`config.mk`:
```
export PLATFORM = sky130hd
export DESIGN_NAME = sereep_ctrl
export DESIGN_NICKNAME = d
export VERILOG_FILES = /design/src/rtl/sereep_pkg.sv /design/src/rtl/sereep_ctrl.sv
export SDC_FILE = /design/constraint.sdc
export NUM_CORES = 1
export LEC_CHECK = 0
export ABC_AREA = 1
export CAP_MARGIN = 20
export CORE_ASPECT_RATIO = 0.5
export CORE_MARGIN = 2
export CORE_UTILIZATION = 48
export DETAILED_ROUTE_END_ITERATION = 10
export PLACE_DENSITY = 0.71
export SLEW_MARGIN = 10
export SYNTH_ARGS = -nofsm -noshare
export SYNTH_HDL_FRONTEND = slang
export SYNTH_SLANG_ARGS = --single-unit
```
`constraint.sdc`:
```
create_clock -name clk -period 5.5 [get_ports clk]
set_input_delay 0.55 -clock clk [delete_from_list [all_inputs] [get_ports clk]]
set_output_delay 0.55 -clock clk [all_outputs]
set_load 0.05 [all_outputs]
```
`src/rtl/sereep_pkg.sv`:
```
package sereep_pkg;
   localparam int WORD_W = 16;
   localparam int BYTE_W = 8;

   typedef enum logic [2:0] {
      ST_IDLE,
      ST_CMD,
      ST_DATA,
      ST_READ,
      ST_DONE
   } ctl_state_t;

   typedef enum logic [1:0] {
      PG_NONE,
      PG_WORD,
      PG_ALL
   } prog_kind_t;

   localparam logic [1:0] OPC_EXT   = 2'b00;
   localparam logic [1:0] OPC_WRITE = 2'b01;
   localparam logic [1:0] OPC_READ  = 2'b10;
   localparam logic [1:0] OPC_ERASE = 2'b11;

   localparam logic [1:0] SUB_DIS   = 2'b00;
   localparam logic [1:0] SUB_WRALL = 2'b01;
   localparam logic [1:0] SUB_ERALL = 2'b10;
   localparam logic [1:0] SUB_EN    = 2'b11;
endpackage

```
`src/rtl/sereep_ctrl.sv`:
```
module sereep_ctrl
   import sereep_pkg::*;
#(
   parameter int ADDR_W16 = 6
) (
   input  logic                clk,
   input  logic                rst_n,
   input  logic                wide_i,
   input  logic                cs_lvl_i,
   input  logic                cs_fall_i,
   input  logic                sck_rise_i,
   input  logic                di_i,
   input  logic                busy_i,
   input  logic                done_i,
   input  logic [WORD_W-1:0]   rd_word_i,
   output logic [ADDR_W16-1:0] rd_idx_o,
   output logic                prog_go_o,
   output logic                prog_long_o,
   output logic                wr_en_o,
   output logic                wr_all_o,
   output logic [ADDR_W16-1:0] wr_idx_o,
   output logic [WORD_W-1:0]   wr_mask_o,
   output logic [WORD_W-1:0]   wr_data_o,
   output logic                sdo_o,
   output logic                sdo_oe_o
);
   localparam int AB    = ADDR_W16 + 1;
   localparam int SR_W  = ADDR_W16 + 3;
   localparam int CNT_W = $clog2(SR_W + WORD_W + 1);

   ctl_state_t        state_q;
   prog_kind_t        pend_q;
   logic [SR_W-2:0]   sr_q;
   logic [WORD_W-2:0] dsr_q;
   logic [CNT_W-1:0]  cnt_q, rd_cnt_q;
   logic [AB-1:0]     addr_q;
   logic [WORD_W-1:0] pdata_q, pmask_q, rd_sr_q;
   logic              en_q, status_q, rd_q, rd_bit_q, all_sel_q;
   logic              act_all_q;
   logic [ADDR_W16-1:0] act_idx_q;
   logic [WORD_W-1:0] act_mask_q, act_data_q;

   logic [CNT_W-1:0]  aw_n, need_n, dbits_n, cnt_inc;
   logic [AB-1:0]     amask, dec_addr, look_addr;
   logic [SR_W-1:0]   nxt;
   logic [WORD_W-1:0] dnxt, lane_word;
   logic [1:0]        dec_op, dec_sub;

   function automatic logic [WORD_W-1:0] lane_mask(input logic w, input logic a0);
      if (w) return '1;
      return {{BYTE_W{a0}}, {BYTE_W{~a0}}};
   endfunction

   always_comb begin
      aw_n    = wide_i ? CNT_W'(ADDR_W16) : CNT_W'(ADDR_W16 + 1);
      need_n  = CNT_W'(aw_n + CNT_W'(2));
      dbits_n = wide_i ? CNT_W'(WORD_W) : CNT_W'(BYTE_W);
      cnt_inc = CNT_W'(cnt_q + CNT_W'(1));
      amask   = wide_i ? AB'((1 << ADDR_W16) - 1) : '1;
      nxt     = {sr_q, di_i};
      dnxt    = {dsr_q, di_i};
      dec_op  = nxt[aw_n +: 2];
      dec_sub = nxt[CNT_W'(aw_n - CNT_W'(2)) +: 2];
      dec_addr  = nxt[AB-1:0] & amask;
      look_addr = (state_q == ST_CMD) ? dec_addr : (AB'(addr_q + AB'(1)) & amask);
      rd_idx_o  = wide_i ? look_addr[ADDR_W16-1:0] : look_addr[AB-1:1];
      if (wide_i) lane_word = rd_word_i;
      else lane_word = {(look_addr[0] ? rd_word_i[WORD_W-1:BYTE_W] : rd_word_i[BYTE_W-1:0]),
                        {BYTE_W{1'b0}}};
   end

   assign prog_go_o   = cs_fall_i && (state_q == ST_DONE) && (pend_q != PG_NONE) && en_q;
   assign prog_long_o = (pend_q == PG_ALL);

   always_ff @(posedge clk or negedge rst_n) begin
      if (!rst_n) begin
         state_q <= ST_IDLE;  pend_q <= PG_NONE;
         sr_q <= '0;  dsr_q <= '0;  cnt_q <= '0;  rd_cnt_q <= '0;
         addr_q <= '0;  pdata_q <= '0;  pmask_q <= '0;  rd_sr_q <= '0;
         en_q <= 1'b0;  status_q <= 1'b0;  rd_q <= 1'b0;  rd_bit_q <= 1'b0;
         all_sel_q <= 1'b0;
      end else if (cs_fall_i) begin
         state_q <= ST_IDLE;
         rd_q    <= 1'b0;
         pend_q  <= PG_NONE;
         if (prog_go_o) status_q <= 1'b1;
      end else if (cs_lvl_i && sck_rise_i) begin
         case (state_q)
            ST_IDLE: if (di_i && !busy_i) begin
               state_q  <= ST_CMD;
               cnt_q    <= '0;
               sr_q     <= '0;
               status_q <= 1'b0;
               pend_q   <= PG_NONE;
            end
            ST_CMD: begin
               sr_q  <= nxt[SR_W-2:0];
               cnt_q <= cnt_inc;
               if (cnt_inc == need_n) begin
                  addr_q <= dec_addr;
                  cnt_q  <= '0;
                  dsr_q  <= '0;
                  state_q <= ST_DONE;
                  case (dec_op)
                     OPC_READ: begin
                        rd_sr_q  <= lane_word;
                        rd_cnt_q <= dbits_n;
                        rd_bit_q <= 1'b0;
                        rd_q     <= 1'b1;
                        state_q  <= ST_READ;
                     end
                     OPC_WRITE: begin
                        all_sel_q <= 1'b0;
                        state_q   <= ST_DATA;
                     end
                     OPC_ERASE: begin
                        pend_q  <= PG_WORD;
                        pdata_q <= '1;
                        pmask_q <= lane_mask(wide_i, dec_addr[0]);
                     end
                     default: begin
                        case (dec_sub)
                           SUB_EN:    en_q <= 1'b1;
                           SUB_DIS:   en_q <= 1'b0;
                           SUB_ERALL: begin
                              pend_q  <= PG_ALL;
                              pdata_q <= '1;
                              pmask_q <= '1;
                           end
                           default: begin
                              all_sel_q <= 1'b1;
                              state_q   <= ST_DATA;
                           end
                        endcase
                     end
                  endcase
               end
            end
            ST_DATA: begin
               dsr_q <= dnxt[WORD_W-2:0];
               cnt_q <= cnt_inc;
               if (cnt_inc == dbits_n) begin
                  pend_q  <= all_sel_q ? PG_ALL : PG_WORD;
                  pdata_q <= wide_i ? dnxt : {2{dnxt[BYTE_W-1:0]}};
                  pmask_q <= all_sel_q ? '1 : lane_mask(wide_i, addr_q[0]);
                  state_q <= ST_DONE;
               end
            end
            ST_READ: begin
               rd_bit_q <= rd_sr_q[WORD_W-1];
               rd_sr_q  <= rd_sr_q << 1;
               rd_cnt_q <= CNT_W'(rd_cnt_q - CNT_W'(1));
               if (rd_cnt_q == CNT_W'(1)) begin
                  addr_q   <= look_addr;
                  rd_sr_q  <= lane_word;
                  rd_cnt_q <= dbits_n;
               end
            end
            default: ;
         endcase
      end
   end

   always_ff @(posedge clk or negedge rst_n) begin
      if (!rst_n) begin
         act_all_q <= 1'b0;  act_idx_q <= '0;  act_mask_q <= '0;  act_data_q <= '0;
      end else if (prog_go_o) begin
         act_all_q  <= (pend_q == PG_ALL);
         act_idx_q  <= wide_i ? addr_q[ADDR_W16-1:0] : addr_q[AB-1:1];
         act_mask_q <= pmask_q;
         act_data_q <= pdata_q;
      end
   end

   assign wr_en_o   = done_i;
   assign wr_all_o  = act_all_q;
   assign wr_idx_o  = act_idx_q;
   assign wr_mask_o = act_mask_q;
   assign wr_data_o = act_data_q;

   assign sdo_o    = rd_q ? rd_bit_q : ~busy_i;
   assign sdo_oe_o = cs_lvl_i & (rd_q | status_q);

   assert_prog_needs_enable_R5: assert property (@(posedge clk) disable iff (!rst_n)
      $rose(busy_i) |-> en_q);
   assert_start_blocked_R11: assert property (@(posedge clk) disable iff (!rst_n)
      (busy_i && state_q == ST_IDLE) |=> state_q == ST_IDLE);
   assert_dummy_zero_R3: assert property (@(posedge clk) disable iff (!rst_n)
      $rose(rd_q) |-> !rd_bit_q);
   assert_release_on_fall_R10: assert property (@(posedge clk) disable iff (!rst_n)
      cs_fall_i |=> !sdo_oe_o);
endmodule

```
==> results by group <==
Clock network
  – Hold-fix buffers, CTS: 0
  – Setup Buffers After CTS: 0
  – Clock sink count: 109
  – Root buf cell: sky130_fd_sc_hd__clkbuf_16
  – Post-CTS sizing: 0
  – Maximum buffer depth of the clock tree: 2
  – CTS tree: yes
  – Clock H-tree levels: 3
  – Clock slew seen by the registers of the worst setup and hold paths: 80 ps
  – Clock buffers created by TritonCTS: 9
  – Clock latency of the later-clocked register in the worst-skew pair: 360 ps

Yosys
  – Count of state elements after synthesis: 109
  – Yosys warning total: 0
  – Share of synthesized area occupied by flip-flops and latches: 0.471
  – Number of enable flip-flop cells after synthesis: 0
  – Synthesized net count: 788
  – Top cell type by total area after synthesis: sky130_fd_sc_hd__dfrtp_1
  – Synth Flop Type: sky130_fd_sc_hd__dfrtp_1
  – FFs w/ async S/R, synth: 1.00
  – Count of distinct cell types in the synthesized netlist: 37
  – Synth Cell Area: 0.00579 mm2
  – Per-instance average area after synthesis: 7.71 um2
  – Synth top area cells: sky130_fd_sc_hd__dfrtp_1 (47%), sky130_fd_sc_hd__nand2_1 (16%), sky130_fd_sc_hd__o21ai_0 (7.9%)
  – Share of the synthesized area in the top cell type: 0.471
  – Cells after synthesis: 751

Worst setup path
  – FF-to-FF setup slack: 2720 ps
  – Slowest stage cell, crit path: sky130_fd_sc_hd__clkdlybuf4s50_1
  – Worst setup path start: state_q[1]
  – Critical-path maximum fanout: 16
  – Longest individual stage delay on the worst path: 840 ps
  – Kind of critical path: reg2out
  – CP Capture Type: primary output
  – Source of the worst register-to-register timing path: state_q[0]
  – Depth of the worst register-to-register path: 12
  – Reg2Reg Capture Point: pdata_q[12]
  – Startpoint types: flop
  – Arrival time of the worst setup path: 3020 ps
  – Endpoint required time on the critical path: 4950 ps
  – Cells traversed along the worst timing path: inv_2 > nand3_2 > inv_1 > nand2_1 > o21ai_0 > nand2_1 > o21ai_0 > clkdlybuf4s50_1

STA
  – Fmax: 0.280 GHz
  – Setup TNS: 0 ps
  – Slack of the critical path: 1930 ps
  – Fraction of the cycle the final worst path needs: 0.649
  – Worst-case clock skew: 8.95 ps
  – Final worst path period need: 3570 ps
  – Number of failing hold endpoints at the final stage: 0
  – Relative slew slack: 0.479
  – RSZ-0062 raised after global routing: no
  – Transition time at the pin with the least slew margin: 781 ps
  – Number of endpoints failing setup at the final stage: 0
  – Max-slew violation total from the final report: 0

Routing
  – Ratio of routed vias to standard cells: 5.09
  – First-pass iteration count of the detailed router: 5
  – Routed via count: 4,898
  – Routed WL: 13,000 um
  – DRC marker count from the first detailed-route iteration: 323
  – Average routed wire per standard cell: 13.5 um
  – ANT nets after route: 0
  – Number of design rule violations left after detail routing: 0

Global route
  – All-Layer GR Usage: 0.213
  – Global-route wire length before repair: 22,100 um
  – Maximum number of pins on one net before global-route repair: 62
  – Number of global-route vias before repair: 4,568
  – Antenna violations before repair: 0
  – Remaining Overflow, GRT: 0

Floorplanning
  – Floorplan row count: 28
  – Top Ports: 75
  – Overall die width: 159 um
  – Overall die height: 81.7 um
  – Total die area: 0.0130 mm2
  – Effective utilization at floorplan: 0.491
  – Core outline area: 0.0118 mm2

Final layout
  – Number of diodes added for antenna fixing: 0
  – Net count, final: 830
  – Most frequent cells in the layout: sky130_fd_sc_hd__nand2_1 (246), sky130_fd_sc_hd__dfrtp_1 (109), sky130_fd_sc_hd__o21ai_0 (91)
  – Most common library cell in the layout ignoring fill and taps: sky130_fd_sc_hd__nand2_1
  – Area added between synthesis and finish: 17.0%
  – Fraction of layout cells with a size suffix above 1: 0.0539

Power and ir drop
  – Power per cell area: 415 mW/mm2
  – Worst vdd rail ir drop: 0.247 mV
  – Leakage power figure: 3.31 nW

Placed design
  – Routability-driven placement congestion ratio: 0.916
  – Buffers on Ports: 72
  – DP HPWL: 9050 um
  – Post-Place Setup Slack: 2060 ps

Min path
  – Class of the most critical hold timing path: in2async

Run
  – Max-cap viol count: 0

Status
  – Run status: completed
[routing by layer]
layer	routed length, um	track usage	up-vias
met5	0	0	-
met4	216	0.0764	0
met3	583	0.0465	24
met2	5930	0.358	107
met1	6260	0.279	2286
li1	-	-	2481
[where the power goes]
group	total [mW]	internal, mW	switching (mW)
clock network	0.646	0.320	0.326
logic	1.02	0.338	0.682
registers	1.15	0.992	0.155
total	2.81	1.65	1.16
[kinds of logic after synthesis]
group,share of synthesized area
simple gates,0.245
compound gates,0.140
fa+ha+maj,0.0259
mux,0.0138
flops,0.471
buf+inv,0.0998
xor+xnor,0.00454
[Yosys cell counts, drive strengths merged, types with 3 or more instances]
library cell  number
o21ai            104
dfrtp            109
nand2            249
a21oi             13
ha                12
mux2i              8
nor2              40
nor3               6
a31oi              6
nand3             41
o31ai              3
o22ai              4
buf               30
o21a               5
o211ai             6
clkbuf            16
nand4              6
inv               82
[area by class of cell]
class	instances	area, um2
multi-input cells	514	2490
flip-flops and latches	109	2730
fillers	1114	5030
inverters	82	308
clock buffers	9	225
clock inverters	7	70.1
repair buffers	77	756
well taps	165	206
[per-stage QoR]
step                hold slack, ps  utilization  total power [mW]  instance area [um2]  instances
floorplan                      254            -              1.88                 5790        751
global placement               455        0.549              2.15                 6480        947
detailed placement             456        0.549              2.17                 6480        947
CTS                            298        0.574              2.83                 6780        963
global route                   336        0.574              3.02                 6780        963
finish                         253        0.574              2.81                 6780        963
[how the worst max path moves through the flow]
| stage | endpoint | slack, ps | cells after the start |
|---|---|---|---|
| global route | rd_idx_o[0] | 1660 | 8 |
| CTS | rd_idx_o[0] | 1930 | 8 |
| finish | rd_idx_o[0] | 1930 | 8 |
| detailed placement | pdata_q[0] | 2060 | 12 |
| floorplan | rd_idx_o[3] | 2810 | 7 |
| global placement | pdata_q[0] | 2130 | 13 |
[sequential cells by signal, indices dropped and copies added, names as in the netlist, 2 cells and up]
register   count
rd_sr_q       16
wr_idx_o       6
pmask_q        2
dsr_q         15
addr_q         7
sr_q           8
state_q        3
pdata_q       16
wr_mask_o      2
pend_q         2
rd_cnt_q       5
wr_data_o     16
cnt_q          5
[worst max-delay path: cells and delay by family, from the launching register on]
kind | cells | cell delay (ps)
compound gates | 2 | 270
buf+inv | 3 | 1440
flops | 1 | 450
simple gates | 3 | 510
Note: power is estimated with default switching activity, not from simulation.
